**config.mk**
```make
export PLATFORM = sky130hd
export DESIGN_NAME = swint_ctrl
export DESIGN_NICKNAME = d
export VERILOG_FILES = /design/src/rtl/swint_pkg.sv /design/src/rtl/swint_dec.sv /design/src/rtl/swint_arb.sv /design/src/rtl/swint_ctrl.sv
export SDC_FILE = /design/constraint.sdc
export NUM_CORES = 1
export LEC_CHECK = 0
export ABC_AREA = 1
export BUFFER_PORTS_ARGS = -buffer_cell sky130_fd_sc_hd__buf_2
export CORE_MARGIN = 1
export CORE_UTILIZATION = 40
export DETAILED_ROUTE_END_ITERATION = 6
export PLACE_DENSITY_LB_ADDON = 0.3
export SLEW_MARGIN = 20
export SYNTH_ARGS = -nofsm -noshare
export SYNTH_HDL_FRONTEND = slang
export SYNTH_SLANG_ARGS = --single-unit
```
**constraint.sdc**
```tcl
create_clock -name clk -period 8.4 [get_ports clk]
set_input_delay 0.42 -clock clk [delete_from_list [all_inputs] [get_ports clk]]
set_output_delay 0.42 -clock clk [all_outputs]
set_load 0.01 [all_outputs]
```
**src/rtl/swint_pkg.sv**
```systemverilog
package swint_pkg;
  localparam int ADDR_W = 22;
  localparam int DATA_W = 32;

  // Register group hit by a bus address
  typedef enum logic [2:0] {
    SEL_NONE,
    SEL_PRIO,
    SEL_PEND,
    SEL_EN,
    SEL_THR,
    SEL_CLAIM
  } sel_e;
endpackage

```
**src/rtl/swint_dec.sv**
```systemverilog
module swint_dec
  import swint_pkg::*;
#(
  parameter int NUM_HARTS = 4
) (
  input  logic [ADDR_W-1:0] addr,
  output sel_e              kind,
  output logic [4:0]        idx
);
  localparam logic [4:0] LAST = 5'(NUM_HARTS);

  always_comb begin
    kind = SEL_NONE;
    idx  = '0;
    if (addr[21:12] == 10'h000) begin
      // priority words: 4*n, n in 1..NUM_HARTS
      if (addr[11:7] == 5'd0 && addr[1:0] == 2'd0 &&
          addr[6:2] != 5'd0 && addr[6:2] <= LAST) begin
        kind = SEL_PRIO;
        idx  = addr[6:2];
      end
    end else if (addr == 22'h001000) begin
      kind = SEL_PEND;
    end else if (addr[21:12] == 10'h002) begin
      if (addr[6:0] == 7'd0 && addr[11:7] < LAST) begin
        kind = SEL_EN;
        idx  = addr[11:7];
      end
    end else if (addr[21] && addr[20:17] == 4'd0 && addr[16:12] < LAST) begin
      idx = addr[16:12];
      if (addr[11:0] == 12'h000)      kind = SEL_THR;
      else if (addr[11:0] == 12'h004) kind = SEL_CLAIM;
    end
  end
endmodule

```
**src/rtl/swint_arb.sv**
```systemverilog
module swint_arb #(
  parameter int NSRC   = 4,
  parameter int PRIO_W = 3,
  parameter int ID_W   = 3
) (
  input  logic [NSRC:1]             pend,
  input  logic [NSRC:1]             en,
  input  logic [NSRC:1]             busy,
  input  logic [NSRC:1][PRIO_W-1:0] prio,
  input  logic [PRIO_W-1:0]         thr,
  output logic [ID_W-1:0]           id,
  output logic                      vld
);
  logic [PRIO_W-1:0] best;

  // Ascending scan with a strict compare keeps the lowest ID on ties.
  always_comb begin
    id   = '0;
    vld  = 1'b0;
    best = '0;
    for (int s = 1; s <= NSRC; s++) begin
      if (pend[s] && en[s] && !busy[s] && prio[s] > thr) begin
        if (!vld || prio[s] > best) begin
          vld  = 1'b1;
          best = prio[s];
          id   = ID_W'(s);
        end
      end
    end
  end
endmodule

```
**src/rtl/swint_ctrl.sv**
```systemverilog
module swint_ctrl
  import swint_pkg::*;
#(
  parameter int NUM_HARTS = 4,
  parameter int PRIO_W    = 3
) (
  input  logic                 clk,
  input  logic                 rst_n,
  input  logic [21:0]          bus_addr,
  input  logic                 bus_we,
  input  logic                 bus_re,
  input  logic [31:0]          bus_wdata,
  output logic [31:0]          bus_rdata,
  output logic [NUM_HARTS-1:0] irq_o
);
  localparam int NSRC = NUM_HARTS;
  localparam int ID_W = $clog2(NSRC + 1);

  logic [NSRC:1][PRIO_W-1:0]          prio_q;
  logic [NSRC:1]                      pend_q;
  logic [NUM_HARTS-1:0][NSRC:1]       en_q;
  logic [NUM_HARTS-1:0][NSRC:1]       insvc_q;
  logic [NUM_HARTS-1:0][PRIO_W-1:0]   thr_q;
  logic [NUM_HARTS-1:0][ID_W-1:0]     arb_id;
  logic [NUM_HARTS-1:0]               arb_vld;
  logic [NSRC:1]                      busy;

  sel_e       kind;
  logic [4:0] idx;
  logic [ID_W-1:0] cmpl_id;
  logic       cmpl_ok;
  logic       claim_rd;

  swint_dec #(.NUM_HARTS(NUM_HARTS)) dec_i (
    .addr (bus_addr),
    .kind (kind),
    .idx  (idx)
  );

  // A source is busy while any hart holds it in service
  always_comb begin
    busy = '0;
    for (int h = 0; h < NUM_HARTS; h++) busy = busy | insvc_q[h];
  end

  for (genvar h = 0; h < NUM_HARTS; h++) begin : g_hart
    swint_arb #(.NSRC(NSRC), .PRIO_W(PRIO_W), .ID_W(ID_W)) arb_i (
      .pend (pend_q),
      .en   (en_q[h]),
      .busy (busy),
      .prio (prio_q),
      .thr  (thr_q[h]),
      .id   (arb_id[h]),
      .vld  (arb_vld[h])
    );
    assign irq_o[h] = arb_vld[h];
  end

  assign cmpl_id  = bus_wdata[ID_W-1:0];
  assign cmpl_ok  = (bus_wdata != 32'd0) && (bus_wdata <= 32'(NSRC)) &&
                    insvc_q[idx][cmpl_id];
  assign claim_rd = bus_re && !bus_we && (kind == SEL_CLAIM) && arb_vld[idx];

  always_ff @(posedge clk or negedge rst_n) begin
    if (!rst_n) begin
      prio_q  <= '0;
      pend_q  <= '0;
      en_q    <= '0;
      insvc_q <= '0;
      thr_q   <= '0;
    end else if (bus_we) begin
      case (kind)
        SEL_PRIO:  prio_q[idx] <= bus_wdata[PRIO_W-1:0];
        SEL_PEND:  pend_q      <= pend_q | bus_wdata[NSRC:1];
        SEL_EN:    en_q[idx]   <= bus_wdata[NSRC:1];
        SEL_THR:   thr_q[idx]  <= bus_wdata[PRIO_W-1:0];
        SEL_CLAIM: if (cmpl_ok) insvc_q[idx][cmpl_id] <= 1'b0;
        default: ;
      endcase
    end else if (claim_rd) begin
      pend_q[arb_id[idx]]       <= 1'b0;
      insvc_q[idx][arb_id[idx]] <= 1'b1;
    end
  end

  always_ff @(posedge clk or negedge rst_n) begin
    if (!rst_n) begin
      bus_rdata <= '0;
    end else if (bus_re && !bus_we) begin
      case (kind)
        SEL_PRIO:  bus_rdata <= 32'(prio_q[idx]);
        SEL_PEND:  bus_rdata <= 32'({pend_q, 1'b0});
        SEL_EN:    bus_rdata <= 32'({en_q[idx], 1'b0});
        SEL_THR:   bus_rdata <= 32'(thr_q[idx]);
        SEL_CLAIM: bus_rdata <= 32'(arb_id[idx]);
        default:   bus_rdata <= '0;
      endcase
    end
  end
endmodule

```
# Word level (Yosys, flattened, before mapping)
# Index checks and enable logic that the tools add are counted.
dict set report word_totals {
  wordCells 312
  register_bits 92
  input_bits 58
}
dict set report op_classes {
  bitwise_logic 9
  n_reduce_logical 106
  magnitude_cmp 39
  mux 129
  n_eq_ne 11
}
# cell n
set op_table {}
lappend op_table {{2-to-1 mux 3 bit} 51}
lappend op_table {{> comparator 3 bit} 28}
lappend op_table {{2-to-1 mux 16 bit} 4}
lappend op_table {{logical AND 1 bit} 63}
lappend op_table {{2-to-1 mux 1 bit} 37}
lappend op_table {{<= comparator 32 x 3 -> 1 bit (second input constant)} 1}
lappend op_table {{2-to-1 mux 4 bit} 8}
lappend op_table {{nonzero test 32 bit} 1}
lappend op_table {{2-to-1 mux 5 bit} 6}
lappend op_table {{one-hot mux 5 bit (5 select lines)} 1}
lappend op_table {{bitwise mux 12 bit} 2}
lappend op_table {{demux 4 bit (select 2 bit)} 3}
lappend op_table {{== test 22 x 13 -> 1 bit (second input constant)} 1}
lappend op_table {{logical NOT 1 bit} 17}
lappend op_table {{AND 16 bit} 1}
lappend op_table {{binary-select mux 4 bit (select 2 bit)} 2}
lappend op_table {{bitwise mux 16 bit} 1}
lappend op_table {{inverter 16 bit} 1}
lappend op_table {{bitwise OR 16 bit} 1}
lappend op_table {{bitwise OR 4 bit} 4}
lappend op_table {{less-than comparator 5 x 3 -> 1 bit (second input constant)} 3}
lappend op_table {{binary-select mux 3 bit (select 2 bit)} 2}
lappend op_table {{== test 12 x 3 -> 1 bit (second input constant)} 1}
lappend op_table {{logical NOT 12 bit} 1}
lappend op_table {{other kinds (29)} 54}

# Longest topological paths before layout
dict set report depth {
  depth_word 30
  ltp_mapped 42
  mapped_depth_nobuf 41
}

# By module
# A second synthesis with hierarchy kept.
dict set report hier_totals {
  cells_unflattened 1226
  area_unflattened_um2 8031.5
}
# mod n_inst area_per_inst_um2 seq_area_each_um2 cells_per_inst
set modules_own_cells {}
lappend modules_own_cells {swint_ctrl 1 4257.8 1626.6 621}
lappend modules_own_cells {{swint_arb at g_hart[1].arb_i ...} 3 872.1 0.0 135}
lappend modules_own_cells {{swint_arb at g_hart[0].arb_i} 1 808.3 0.0 135}
lappend modules_own_cells {swint_dec 1 349.1 0.0 65}

# Worst setup path before layout
# OpenSTA, ideal clock, no wires.
dict set report synth_path {
  path_type {flip-flop to flip-flop}
  startpoint {register prio_q[2] (netlist name)}
  endpoint {register insvc_q[10] (netlist name)}
  period_less_slack_ns 4.691
  setup_ns 0.065
  stages_incl_launch_ff 39
  required_time_ns 8.335
  t_arrival_ns 4.626
  slack_ns 3.709
  cell_sequence {dfrtp_1 ha_1 nand3_1 nand2_1 nand3b_1 inv_1 nand2_1 ha_1 a21oi_1 o21ai_0 nand2_1 inv_1 o21bai_2 o21ai_0 ha_1 nand2_1 o21ai_0 nand2_1 [3 not listed] o21ai_0 ha_1 a21oi_1 o21ai_0 nand2_1 nand2_1 nand2_1 nand3_1 nand2_1 nand2_1 nand2_1 buf_2 nand4_1 nand2_1 nand2_1 nand2_1 nand2_1 nand2_1}
}
dict set report synth_between {
  elab_chain_cells 26
  word_cells_on_any_way 137
  cone_classes {order compare (18); mux (86); bitwise (1); reduce/logical (32)}
}
# element line
set synth_lines {}
lappend synth_lines {{from (decl)} swint_ctrl.sv:19} ;# logic [NSRC:1][PRIO_W-1:0] prio_q;
lappend synth_lines {{from (signal, indexed assignment)} swint_ctrl.sv:73} ;# SEL_PRIO: prio_q[idx] <= bus_wdata[PRIO_W-1:0];
lappend synth_lines {{> comparator 3 bit} swint_arb.sv:22} ;# if (pend[s] && en[s] && !busy[s] && prio[s] > thr) begin
lappend synth_lines {{logical AND 1 bit} swint_arb.sv:22}
lappend synth_lines {{2-to-1 mux 3 bit or 2-to-1 mux 1 bit (tied branches)} swint_arb.sv:22}
lappend synth_lines {{> comparator 3 bit or logical NOT 1 bit (tied branches)} swint_arb.sv:23} ;# if (!vld || prio[s] > best) begin
lappend synth_lines {{logical OR 1 bit} swint_arb.sv:23}
lappend synth_lines {{2-to-1 mux 3 bit or 2-to-1 mux 1 bit (tied branches)} swint_arb.sv:23}
lappend synth_lines {{2-to-1 mux 3 bit or 2-to-1 mux 1 bit (tied branches)} swint_arb.sv:22}
lappend synth_lines {{> comparator 3 bit or logical NOT 1 bit (tied branches)} swint_arb.sv:23}
lappend synth_lines {{[10 not listed]} --}
lappend synth_lines {{logical AND 1 bit (implied by the code)} swint_ctrl.sv:82} ;# insvc_q[idx][arb_id[idx]] <= 1'b1;
lappend synth_lines {{2-to-1 mux 1 bit (implied by the code)} swint_ctrl.sv:82}
lappend synth_lines {{demux 1 bit (select 3 bit)} swint_ctrl.sv:82}
lappend synth_lines {{2-to-1 mux 4 bit (implied by the code)} swint_ctrl.sv:82}
lappend synth_lines {{demux 4 bit (select 2 bit)} swint_ctrl.sv:82}
lappend synth_lines {{bitwise OR 16 bit (no source line)} --}
lappend synth_lines {{2-to-1 mux 16 bit} swint_ctrl.sv:80} ;# end else if (claim_rd) begin
lappend synth_lines {{2-to-1 mux 16 bit} swint_ctrl.sv:71} ;# end else if (bus_we) begin
lappend synth_lines {{to (signal assigned)} swint_ctrl.sv:69} ;# insvc_q <= '0;
lappend synth_lines {{to (signal, indexed assignment)} swint_ctrl.sv:77} ;# SEL_CLAIM: if (cmpl_ok) insvc_q[idx][cmpl_id] <= 1'b0;
lappend synth_lines {{to (signal, indexed assignment)} swint_ctrl.sv:82}
lappend synth_lines {{to (decl)} swint_ctrl.sv:22} ;# logic [NUM_HARTS-1:0][NSRC:1] insvc_q;
# Parallel ways exist; a longest one is shown, timed or not. The select of a mux whose other input is x is not followed.
# A chain may end at the register's enable or synchronous reset.

# Worst setup path in the final report
dict set report layout_path {
  startpoint {register prio_q[0] (netlist name)}
  endpoint {register insvc_q[5] (netlist name)}
}
# Same word-level chain as after synthesis.

==> flow_summary.yaml <==
die:
  io_pins: 94
  std_cell_rows: 48
  initial_core_util_pct: 41.33
  fp.dieW_um: 136.1
  die_area_um2: 18540
  core-area_um2: 17420
  die_h_um: 136.1
job:
  drv_cap: 0
cts:
  clock-sinks: 65
  cts_tree: "yes"
  cts_setup_buffers: 0
  cts_resized: 0
  htreeDepth: 3
  clk_latency_ns: 0.34
  clock_tree.buffer_depth: 2
  cts_made_buffers: 9
  holdBufCountCts: 0
  root_buffer: "clkbuf_16"
  clk_pin_slew_ns: 0.06
worst_setup_path:
  cp-endpoint: "insvc_q[5]"
  cp_data_required_time_ns: 8.68
  r2r-end: "insvc_q[5]"
  arrival_ns: 6.08
  worst_path_max_delay_cell: "dfrtp_1"
  crit_start: "prio_q[0]"
  crit_cells: 37
  cp_top_family: "simple AND/OR/NAND/NOR gates"
  path_max_fanout: 11
  ff2ff_path_depth: 37
  end_kind: "flip-flop"
  cp_common_cell: "nand2_1"
  start_kind: "flip-flop"
  cp_num_buf_inv: 3
  crit_type: "reg -> reg"
  rr_startpoint: "prio_q[0]"
  cpPeakStageDelay_ns: 0.37
  r2r_setup_slack_ns: 2.60
synthesis:
  yosysSeqAreaShare_pct: 22.60
  ys_top_cells_by_area: "dfrtp_1, nand2_1, ha_1, nand3_1, o21ai_0"
  synth_mux_area_share_pct: 0
  netlist_area_um2: 7198
  ys_ff_latch: 65
  synth-compound-area-share_pct: 13.28
  syn-instance-count: 1119
  synthXorXnorAreaFrac_pct: 0
  synth_top_cell_area_share_pct: 22.60
  synth_commonest_cells: "nand2_1, nand3_1, o21ai_0"
  synthAdderAreaFrac_pct: 14.60
  yosys.cell_count.top_type: "nand2_1"
  synth_top_family_by_area: "simple AND/OR/NAND/NOR gates"
  synth_cell_types: 46
  synth_area_leader_cell: "dfrtp_1"
  yosys_warnings: 0
  synth_edf_count: 0
  synth-async-reset-ratio_pct: 100.0
  synthSimpleGateAreaFrac_pct: 39.67
  synth.avg_cell_area_um2: 6.433
  synth_flop_cell: "dfrtp_1"
cells_and_area:
  n_fill_cell: 1886
  synthToLayoutAreaGrowth_pct: 9.769
  final-seq-area_um2: 1627
  multi_input_area_um2: 4964
  drive_above_1_share_pct: 10.40
  n_antenna_cell: 0
  final_nets: 1320
worst_hold_path:
  min_path_type: "in -> async"
power:
  power.density_nw_per_um2: 95.76
  p_seq_share_pct: 41.4
  power_frac_clock_pct: 51.6
  pwr-share-comb_pct: 7.0
  cell_internal_pwr_uw: 566.5
  peakVddDrop_v: 0.00007901
  netSwitchingFraction_pct: 25.13
  p_leak_nw: 4.216
  power.switching_uw: 190.1
route:
  via_count: 7654
  route.detailed.drc: 1
  detail-route-antenna-nets: 0
  dr.pass1.iters: 7
  drtIter0Drc: 678
  wire_per_inst_um: 16.17
  vias_per_cell: 5.436
  wl_mm: 22.77
timing:
  worstMarginPinSlew_ns: 0.8836
  setup_viol: 0
  post-route-min-period_ns: 5.799
  slew_headroom_pct: 40.88
  fin_setup_tns_ns: 0
  rsz0062_at_grt: "false"
  finalHoldViolations: 0
  maxSlewViolCount: 0
  fin_ws_ns: 2.601
  max_freq_ghz: 0.1724
  skew_ns: 0.006643
  period_share_pct: 69.04
  holdWs_ns: 0.2716
placed_design:
  gp_congestion: 0.9662
  place_worst_setup_slack_ns: 2.695
  detailed_place_hpwl_mm: 17.09
  io_buffers: 66
run_status:
  violations: "design-rule violations"
  status: "finished, violations left"
global_route:
  antenna_found_initial: 0
  grt_pass1_wl_mm: 36.49
  grt_max_degree: 66
  grt_pass1_vias: 6839
  overflow: 0
  grt.total_usage_pct: 25.53
## stage by stage
step,power [mW],instances,util [%],area [um2]
3_5_place_dp,0.3716,1392,43.61,7596
4_1_cts,0.7570,1408,45.37,7901
6_report,0.7566,1408,45.37,7901
5_1_grt,0.7767,1408,45.37,7901
2_1_floorplan,0.3508,1145,-,7296
3_3_place_gp,0.3714,1392,43.61,7596
## layer usage
metal  share of wire [%]  track usage, %  vias to the layer above  wire length (um)
li1                    -               -                     3815                 -
met1                  47           35.22                     3469             10680
met2                  44           41.34                      326             10100
met3                 6.4           2.946                       44              1455
met4                 2.3           8.025                        0               535
met5                   0               0                        -                 0
## power by group through the flow
| stage | logic [mW] | clock network [mW] | registers [mW] |
|---|---|---|---|
| global route | 0.0599 | 0.404 | 0.313 |
| floorplan | 0.0319 | 0 | 0.319 |
| global placement | 0.0526 | 0 | 0.319 |
| detailed placement | 0.0528 | 0 | 0.319 |
| CTS | 0.0529 | 0.391 | 0.313 |
| finish | 0.0531 | 0.390 | 0.313 |
## cells by family after synthesis
kind of cell | count (synthesis)
compound gates | 169
fa+ha+maj | 84
buf+inv | 148
flops | 65
other cells | 1
simple gates | 652
## cells in the final DEF (no fill, tap or decap), drive strengths merged, types with 10 or more instances in the layout
cell,n
o21ai,109
nand3,109
conb,27
a21oi,33
clkbuf,10
ha,84
nand4,23
nor3,10
dfrtp,65
o211ai,17
inv,103
nor2,77
buf,67
nand2,409
nand3b,14
## state kept, by name (all words and copies together), names as in the netlist
name / count
pend_q: 4
prio_q: 12
bus_rdata: 5
insvc_q: 16
en_q: 16
thr_q: 12
## area by class of cell
class	count	area share, %
Multi-Input combinational cell	932	62.82
Timing Repair Buffer	67	4.276
Inverter	103	4.893
Clock inverter	6	0.8393
Sequential cell	65	20.59
Clock buffer	10	3.025
Tap cell	225	3.563
## worst min-delay path by stage
| stage | startpoint | end | slack, ns | depth (start not counted) |
|---|---|---|---|---|
| floorplan | rst_n | bus_rdata[0] | 0.12 | 0 |
| global placement | prio_q[0] | prio_q[0] | 0.47 | 2 |
| detailed placement | bus_rdata[2] | bus_rdata[2] | 0.47 | 2 |
| CTS | rst_n | prio_q[10] | 0.32 | 2 |
| global route | rst_n | thr_q[5] | 0.38 | 2 |
| finish | rst_n | en_q[5] | 0.27 | 2 |
(Power assumes the default switching activity.)
